`src/rtl/i2c_phase_timer.sv`:
```
`timescale 1ns/1ps
module i2c_phase_timer #(
  parameter int EDGE_OVH = 4
) (
  input  logic        clk,
  input  logic        rst_n,
  input  logic [31:0] tim_edge_w,
  input  logic [31:0] tim_bit_w,
  input  logic [31:0] tim_clk_w,
  input  logic [31:0] tim_hold_w,
  input  logic [31:0] cfg_w,
  input  logic        req,
  input  logic [1:0]  op,
  input  logic        bit_in,
  input  logic        sda_in,
  output logic        scl_oe,
  output logic        sda_oe,
  output logic        done,
  output logic        rx_bit,
  output logic        arb_lost
);
  localparam int CW = 9;
  localparam int SW = $clog2(EDGE_OVH + 8) + 1;

  localparam logic [2:0] ST_IDLE = 3'd0;
  localparam logic [2:0] ST_REL  = 3'd1;
  localparam logic [2:0] ST_SSU  = 3'd2;
  localparam logic [2:0] ST_SHD  = 3'd3;
  localparam logic [2:0] ST_BLO  = 3'd4;
  localparam logic [2:0] ST_BHI  = 3'd5;
  localparam logic [2:0] ST_PLO  = 3'd6;
  localparam logic [2:0] ST_PSU  = 3'd7;

  localparam logic [1:0] OP_START  = 2'd0;
  localparam logic [1:0] OP_RSTART = 2'd1;
  localparam logic [1:0] OP_BIT    = 2'd2;
  localparam logic [1:0] OP_STOP   = 2'd3;

  wire [7:0] t_ssu = tim_edge_w[31:24];
  wire [7:0] t_shd = tim_edge_w[23:16];
  wire [7:0] t_psu = tim_edge_w[15:8];
  wire [7:0] t_dsu = tim_bit_w[31:24];
  wire [7:0] t_lo  = tim_bit_w[15:8];
  wire [7:0] t_hi  = tim_bit_w[7:0];
  wire [7:0] t_div = tim_clk_w[23:16];
  wire [7:0] t_rel = tim_clk_w[7:0];
  wire [7:0] t_dhd = tim_hold_w[7:0];
  wire [2:0] filt  = cfg_w[18:16];

  logic unused_fields;
  assign unused_fields = ^{tim_edge_w[7:0], tim_bit_w[23:16], tim_clk_w[31:24],
                           tim_clk_w[15:8], tim_hold_w[31:8], cfg_w[31:19], cfg_w[15:0]};

  logic [2:0]    st, st_n;
  logic [7:0]    pre;
  logic [CW-1:0] tcnt;
  logic [SW-1:0] settle;
  logic bit_q, scl_q, sda_q, done_q, rx_q, arb_q;

  function automatic logic reach(input logic [CW-1:0] n, input logic [7:0] c);
    return n >= CW'(c);
  endfunction

  wire           tick     = (settle == '0) && (pre == t_div);
  wire [CW-1:0]  nxt      = tcnt + CW'(1);
  wire [CW-1:0]  lo_a     = CW'(t_lo) + CW'(1);
  wire [CW-1:0]  lo_b     = CW'(t_dhd) + CW'(t_dsu);
  wire [CW-1:0]  low_len  = (lo_a >= lo_b) ? lo_a : lo_b;
  wire [CW-1:0]  hi_len   = CW'(t_hi) + CW'(1);
  wire [CW-1:0]  hi_mid   = (hi_len + CW'(1)) >> 1;
  wire [SW-1:0]  settle_n = SW'(EDGE_OVH) + SW'(filt);
  wire           hd_hit   = tick && (nxt == CW'(t_dhd));
  wire           accept   = (st == ST_IDLE) && req && !done_q;

  always_comb begin
    st_n = st;
    case (st)
      ST_IDLE: if (accept) begin
        case (op)
          OP_START:  st_n = ST_SSU;
          OP_RSTART: st_n = ST_REL;
          OP_BIT:    st_n = ST_BLO;
          default:   st_n = ST_PLO;
        endcase
      end
      ST_REL:  if (tick && reach(nxt, t_rel)) st_n = ST_SSU;
      ST_SSU:  if (tick && reach(nxt, t_ssu)) st_n = ST_SHD;
      ST_SHD:  if (tick && reach(nxt, t_shd)) st_n = ST_IDLE;
      ST_BLO:  if (tick && nxt >= low_len)    st_n = ST_BHI;
      ST_BHI:  if (tick && nxt >= hi_len)     st_n = ST_IDLE;
      ST_PLO:  if (tick && nxt >= low_len)    st_n = ST_PSU;
      default: if (tick && reach(nxt, t_psu)) st_n = ST_IDLE;
    endcase
  end

  always_ff @(posedge clk or negedge rst_n) begin
    if (!rst_n) begin
      st     <= ST_IDLE;
      pre    <= '0;
      tcnt   <= '0;
      settle <= '0;
    end else begin
      st <= st_n;
      if (st_n != st) begin
        pre    <= '0;
        tcnt   <= '0;
        settle <= (st_n == ST_BLO || st_n == ST_BHI) ? settle_n : '0;
      end else if (st != ST_IDLE) begin
        if (settle != '0) settle <= settle - SW'(1);
        else if (pre == t_div) begin
          pre  <= '0;
          tcnt <= nxt;
        end else pre <= pre + 8'd1;
      end
    end
  end

  always_ff @(posedge clk or negedge rst_n) begin
    if (!rst_n) begin
      bit_q  <= 1'b0;
      scl_q  <= 1'b0;
      sda_q  <= 1'b0;
      done_q <= 1'b0;
      rx_q   <= 1'b0;
      arb_q  <= 1'b0;
    end else begin
      done_q <= 1'b0;
      case (st)
        ST_IDLE: if (accept) begin
          arb_q <= 1'b0;
          bit_q <= (op == OP_BIT) ? bit_in : 1'b0;
          case (op)
            OP_START, OP_RSTART: begin
              scl_q <= 1'b0;
              sda_q <= 1'b0;
            end
            OP_BIT:  if (t_dhd == 8'd0) sda_q <= ~bit_in;
            default: if (t_dhd == 8'd0) sda_q <= 1'b1;
          endcase
        end
        ST_SSU: if (st_n == ST_SHD) sda_q <= 1'b1;
        ST_SHD: if (st_n == ST_IDLE) begin
          scl_q  <= 1'b1;
          done_q <= 1'b1;
        end
        ST_BLO, ST_PLO: begin
          if (hd_hit) sda_q <= ~bit_q;
          if (st_n != st) scl_q <= 1'b0;
        end
        ST_BHI: begin
          if (tick && nxt == hi_mid) begin
            rx_q <= sda_in;
            if (bit_q && !sda_in) arb_q <= 1'b1;
          end
          if (st_n == ST_IDLE) begin
            scl_q  <= 1'b1;
            done_q <= 1'b1;
          end
        end
        ST_PSU: if (st_n == ST_IDLE) begin
          sda_q  <= 1'b0;
          done_q <= 1'b1;
        end
        default: ;
      endcase
    end
  end

  assign scl_oe   = scl_q;
  assign sda_oe   = sda_q;
  assign done     = done_q;
  assign rx_bit   = rx_q;
  assign arb_lost = arb_q;
endmodule

```
`config.mk`:
```
export PLATFORM = sky130hd
export DESIGN_NAME = i2c_phase_timer
export DESIGN_NICKNAME = d
export VERILOG_FILES = /design/src/rtl/i2c_phase_timer.sv
export SDC_FILE = /design/constraint.sdc
export NUM_CORES = 1
export LEC_CHECK = 0
export BUFFER_PORTS_ARGS = -buffer_cell sky130_fd_sc_hd__buf_2
export CAP_MARGIN = 10
export CORE_ASPECT_RATIO = 1.75
export CORE_UTILIZATION = 47
export CTS_BUF_LIST = sky130_fd_sc_hd__clkbuf_2
export DETAILED_ROUTE_END_ITERATION = 8
export GPL_ROUTABILITY_DRIVEN = 0
export PLACE_DENSITY = 0.87
export SYNTH_ARGS = -nofsm -noshare
export SYNTH_HDL_FRONTEND = slang
export SYNTH_SLANG_ARGS = --single-unit
```
`constraint.sdc`:
```
create_clock -name clk -period 4.1 [get_ports clk]
set_input_delay 0.41 -clock clk [delete_from_list [all_inputs] [get_ports clk]]
set_output_delay 0.41 -clock clk [all_outputs]
set_load 0.01 [all_outputs]
```
==> flow_summary.yaml <==
drt:
  ant_nets: 0
  drt-wirelength-per-cell_um: 16.2
  viasPerCell: 5.77
  vias: 4770
  totalWireLength_mm: 13.4
  first_pass_iters: 5
  drc: 0
  drt_iter0_markers: 239
critical_path:
  critPathArrivalTime_ns: 5.13
  worstRegToRegCells: 15
  endpoint_kind: "flip-flop"
  worstReg2RegEnd: "settle[0]"
  worstReg2RegStart: "tcnt[0]"
  cp-start-kind: "primary input"
  path_max_fanout: 7
  r2r_slack_ns: -0.11
  required_ns: 4.38
  startpoint: "tim_hold_w[2]"
  criticalPathCategory: "primary input to flip-flop"
yosys:
  yosys.cell_types.count: 65
  synth_edf_count: 0
  synth_top_area_cell: "ha_1"
  yosys_warnings: 0
  synthCells: 564
  netlist_top_cells_area: "ha_1, dfrtp_1, xnor2_1"
  synthArstFlopShare: 1.00
  synth_top_area_share: 0.212
  syn-cell-area_mm2: 0.00460
  ys_seq_elements: 31
  ys.flop_type: "dfrtp_1"
  syn_area_per_cell_um2: 8.15
  ys_seq_area_frac: 0.169
  syn_nets: 810
clocking:
  h-tree-depth: 2
  cts_buffer_depth: 2
  numCtsBuffers: 5
  clock_latency_ns: 0.38
  clock_sinks: 31
  ctsHoldBuffers: 0
  path_clk_slew_ns: 0.15
  cts_tree: "built"
  cts_root_buf: "clkbuf_2"
pwr:
  seqPwrFrac: 0.333
  p_int_uw: 714
  p_per_area_mw_per_mm2: 207
  peakVddDrop_uv: 289
  power_frac_clock: 0.119
  switching_share: 0.402
  p_comb_frac: 0.548
  p_sw_uw: 480
  power_leakage_uw: 0.00299
final_layout:
  fill_cells: 785
  multi_input_area_mm2: 0.00368
  seq_area_um2: 776
  diodes: 0
  nNetsFinal: 951
  drive_gt1_frac: 0.275
  synthToLayoutAreaGrowth_pct: 25.2
  utilization: 0.608
floorplanning:
  die_h_um: 133
  die_area_mm2: 0.0102
  coreArea_mm2: 0.00947
  start_util: 0.486
  boundaryPins: 172
  rows: 47
  die_x_um: 76.8
sta:
  finalCritPeriodShare: 1.18
  fin_hold_ws_ns: 0.0580
  rsz0062_at_grt: "true"
  fin_ws_ns: -0.747
  period_needed_ns: 4.85
  slew_headroom: 0.531
  clock.fmax_mhz: 206
  setup_viol: 26
  finClkSkew_ns: 0.00934
  drv_slew: 0
  worst_pin_slew_ns: 0.703
  hold_viol: 0
grt:
  grt_pass1_wl_mm: 21.8
  antenna_found_initial: 1
  grt_overflow: 0
  first_global_vias: 4993
  grtUsageTotal: 0.262
  grt_max_degree: 32
run_status:
  violations: "negative setup slack"
  status: "complete, but fails checks"
worst_hold_path:
  hold_path_class: "primary input to asynchronous set/reset pin"
job:
  maxCapViolations: 0
placement:
  place_hpwl_mm: 10.4
  io_buffers: 86
## critical path, cell delays in order
cell and delay [ns]:
buf_2 0.11, ha_1 0.31, nor2b_2 0.17, o21ai_2 0.16, a21boi_2 0.09, o21ai_2 0.15
a21boi_2 0.08, o21ai_1 0.14, nand2b_1 0.12, buf_4 0.15, buf_4 0.12, buf_4 0.13
buf_4 0.13, buf_4 0.12, buf_4 0.12, buf_4 0.12, buf_4 0.13, mux2i_2 0.15
ha_1 0.29, nand4_1 0.16, nor2_1 0.07, a221o_1 0.32, o211ai_1 0.25, nand4_1 0.21
a2111oi_4 0.37, nand2_2 0.19, mux2_4 0.34
## metal layers
layer	global-route usage	up-vias	wire, um
li1	-	2302	-
met1	0.250	2232	4840
met2	0.508	171	7290
met3	0.0372	63	511
met4	0.163	2	765
met5	0	-	13
## final cells by class
type | count | area share
Multi-Input combinational cell | 462 | 0.639
Timing Repair Buffer | 142 | 0.153
Sequential cell | 31 | 0.135
Inverter | 63 | 0.0411
Tap cell | 122 | 0.0265
Clock buffer | 5 | 0.00435
Clock inverter | 2 | 0.00152
## metrics by stage
| stage | instances | cell area [um2] | setup slack [ns] | power, uW | setup TNS [ns] |
|---|---|---|---|---|---|
| after floorplan | 564 | 4630 | -0.608 | 765 | -12.95 |
| after global placement | 805 | 5460 | -0.925 | 923 | -22.56 |
| after detailed placement | 805 | 5460 | -1.10 | 966 | -26.71 |
| after CTS | 824 | 5690 | -0.642 | 1160 | -14.09 |
| after global routing | 827 | 5760 | -0.999 | 1280 | -23.63 |
| final | 827 | 5760 | -0.747 | 1190 | -16.87 |
## power by group through the flow
| stage | clock, uW | combinational, uW | sequential [uW] |
|---|---|---|---|
| 4_1_cts | 144 | 619 | 395 |
| 3_5_place_dp | 0 | 565 | 401 |
| 5_1_grt | 157 | 718 | 401 |
| 2_1_floorplan | 0 | 377 | 388 |
| 6_report | 142 | 654 | 398 |
| 3_3_place_gp | 0 | 527 | 396 |
## synthesized netlist by cell type, types with 2 or more instances
| cell type | number |
|---|---|
| a21oi_1 | 27 |
| inv_1 | 63 |
| nor3_1 | 8 |
| o31a_1 | 2 |
| ha_1 | 78 |
| clkbuf_1 | 5 |
| a211oi_1 | 2 |
| nand2_1 | 33 |
| nor2b_1 | 7 |
| xnor2_1 | 38 |
| nor2_4 | 10 |
| and3_1 | 12 |
| or3_1 | 8 |
| o221ai_1 | 2 |
| o22ai_1 | 2 |
| dfrtp_1 | 31 |
| xor2_1 | 18 |
| nor4_1 | 6 |
| nor2_1 | 40 |
| o21ai_1 | 2 |
| nand2b_1 | 8 |
| o211ai_1 | 7 |
| a2111oi_0 | 2 |
| or4_1 | 3 |
| nand3b_1 | 5 |
| nand3_1 | 21 |
| mux2i_1 | 11 |
| o21ai_0 | 29 |
| o21a_1 | 2 |
| and2_1 | 6 |
| a31oi_1 | 7 |
| a21boi_0 | 3 |
| mux2_2 | 4 |
| nand4_1 | 14 |
| a211o_1 | 6 |
| a21o_1 | 13 |
## worst max path at each step
stage / to / slack [ns] / cells after the start
global placement: settle[0] / -0.92 / 26
floorplan: settle[4] / -0.61 / 23
detailed placement: settle[0] / -1.10 / 26
finish: settle[0] / -0.75 / 27
CTS: settle[0] / -0.64 / 27
global route: settle[0] / -1.0 / 28
## cell usage in the layout, fill, tap and decap left out, drive strengths merged, types with 5 or more instances in the layout
master  Yosys  layout
xor2       18      18
nor4        6       6
a211o       6       6
dfrtp      31      31
o21ai      31      31
nand2b      8       8
nor2b       7       7
and3       12      12
or3         8       8
a21o       13      13
and2        7       7
nand2      35      35
a31oi       7       7
inv        63      63
mux2i      11      11
nand3b      5       5
nand4      15      15
nor2       50      50
nor3        9       9
ha         78      78
nand3      22      22
clkbuf      5       5
xnor2      38      38
buf         3     142
a21oi      27      27
o211ai      7       7
## sequential cells by signal, summed over array words and instances, names as in the netlist
signal,flops
tcnt,9
pre,8
settle,5
st,3
arb_lost,1
bit_q,1
done,1
rx_bit,1
scl_oe,1
sda_oe,1
## repair_timing
item | CTS | global route
buffers inserted | 13 | 3
pin swaps | 23 | 17
endpoints found under the setup margin | 26 | 26
gates resized for setup | 24 | 10
## logic make-up (layout without fill, tap and decap cells)
logic type / after synthesis / after routing / share of synthesized area
xor+xnor: 56 / 56 / 0.107
mux: 15 / 15 / 0.0337
simple gates: 193 / 193 / 0.239
buf+inv: 71 / 212 / 0.0631
compound gates: 119 / 119 / 0.173
fa+ha+maj: 79 / 79 / 0.217
flops: 31 / 31 / 0.169
Power figures use the tool's default switching activity.
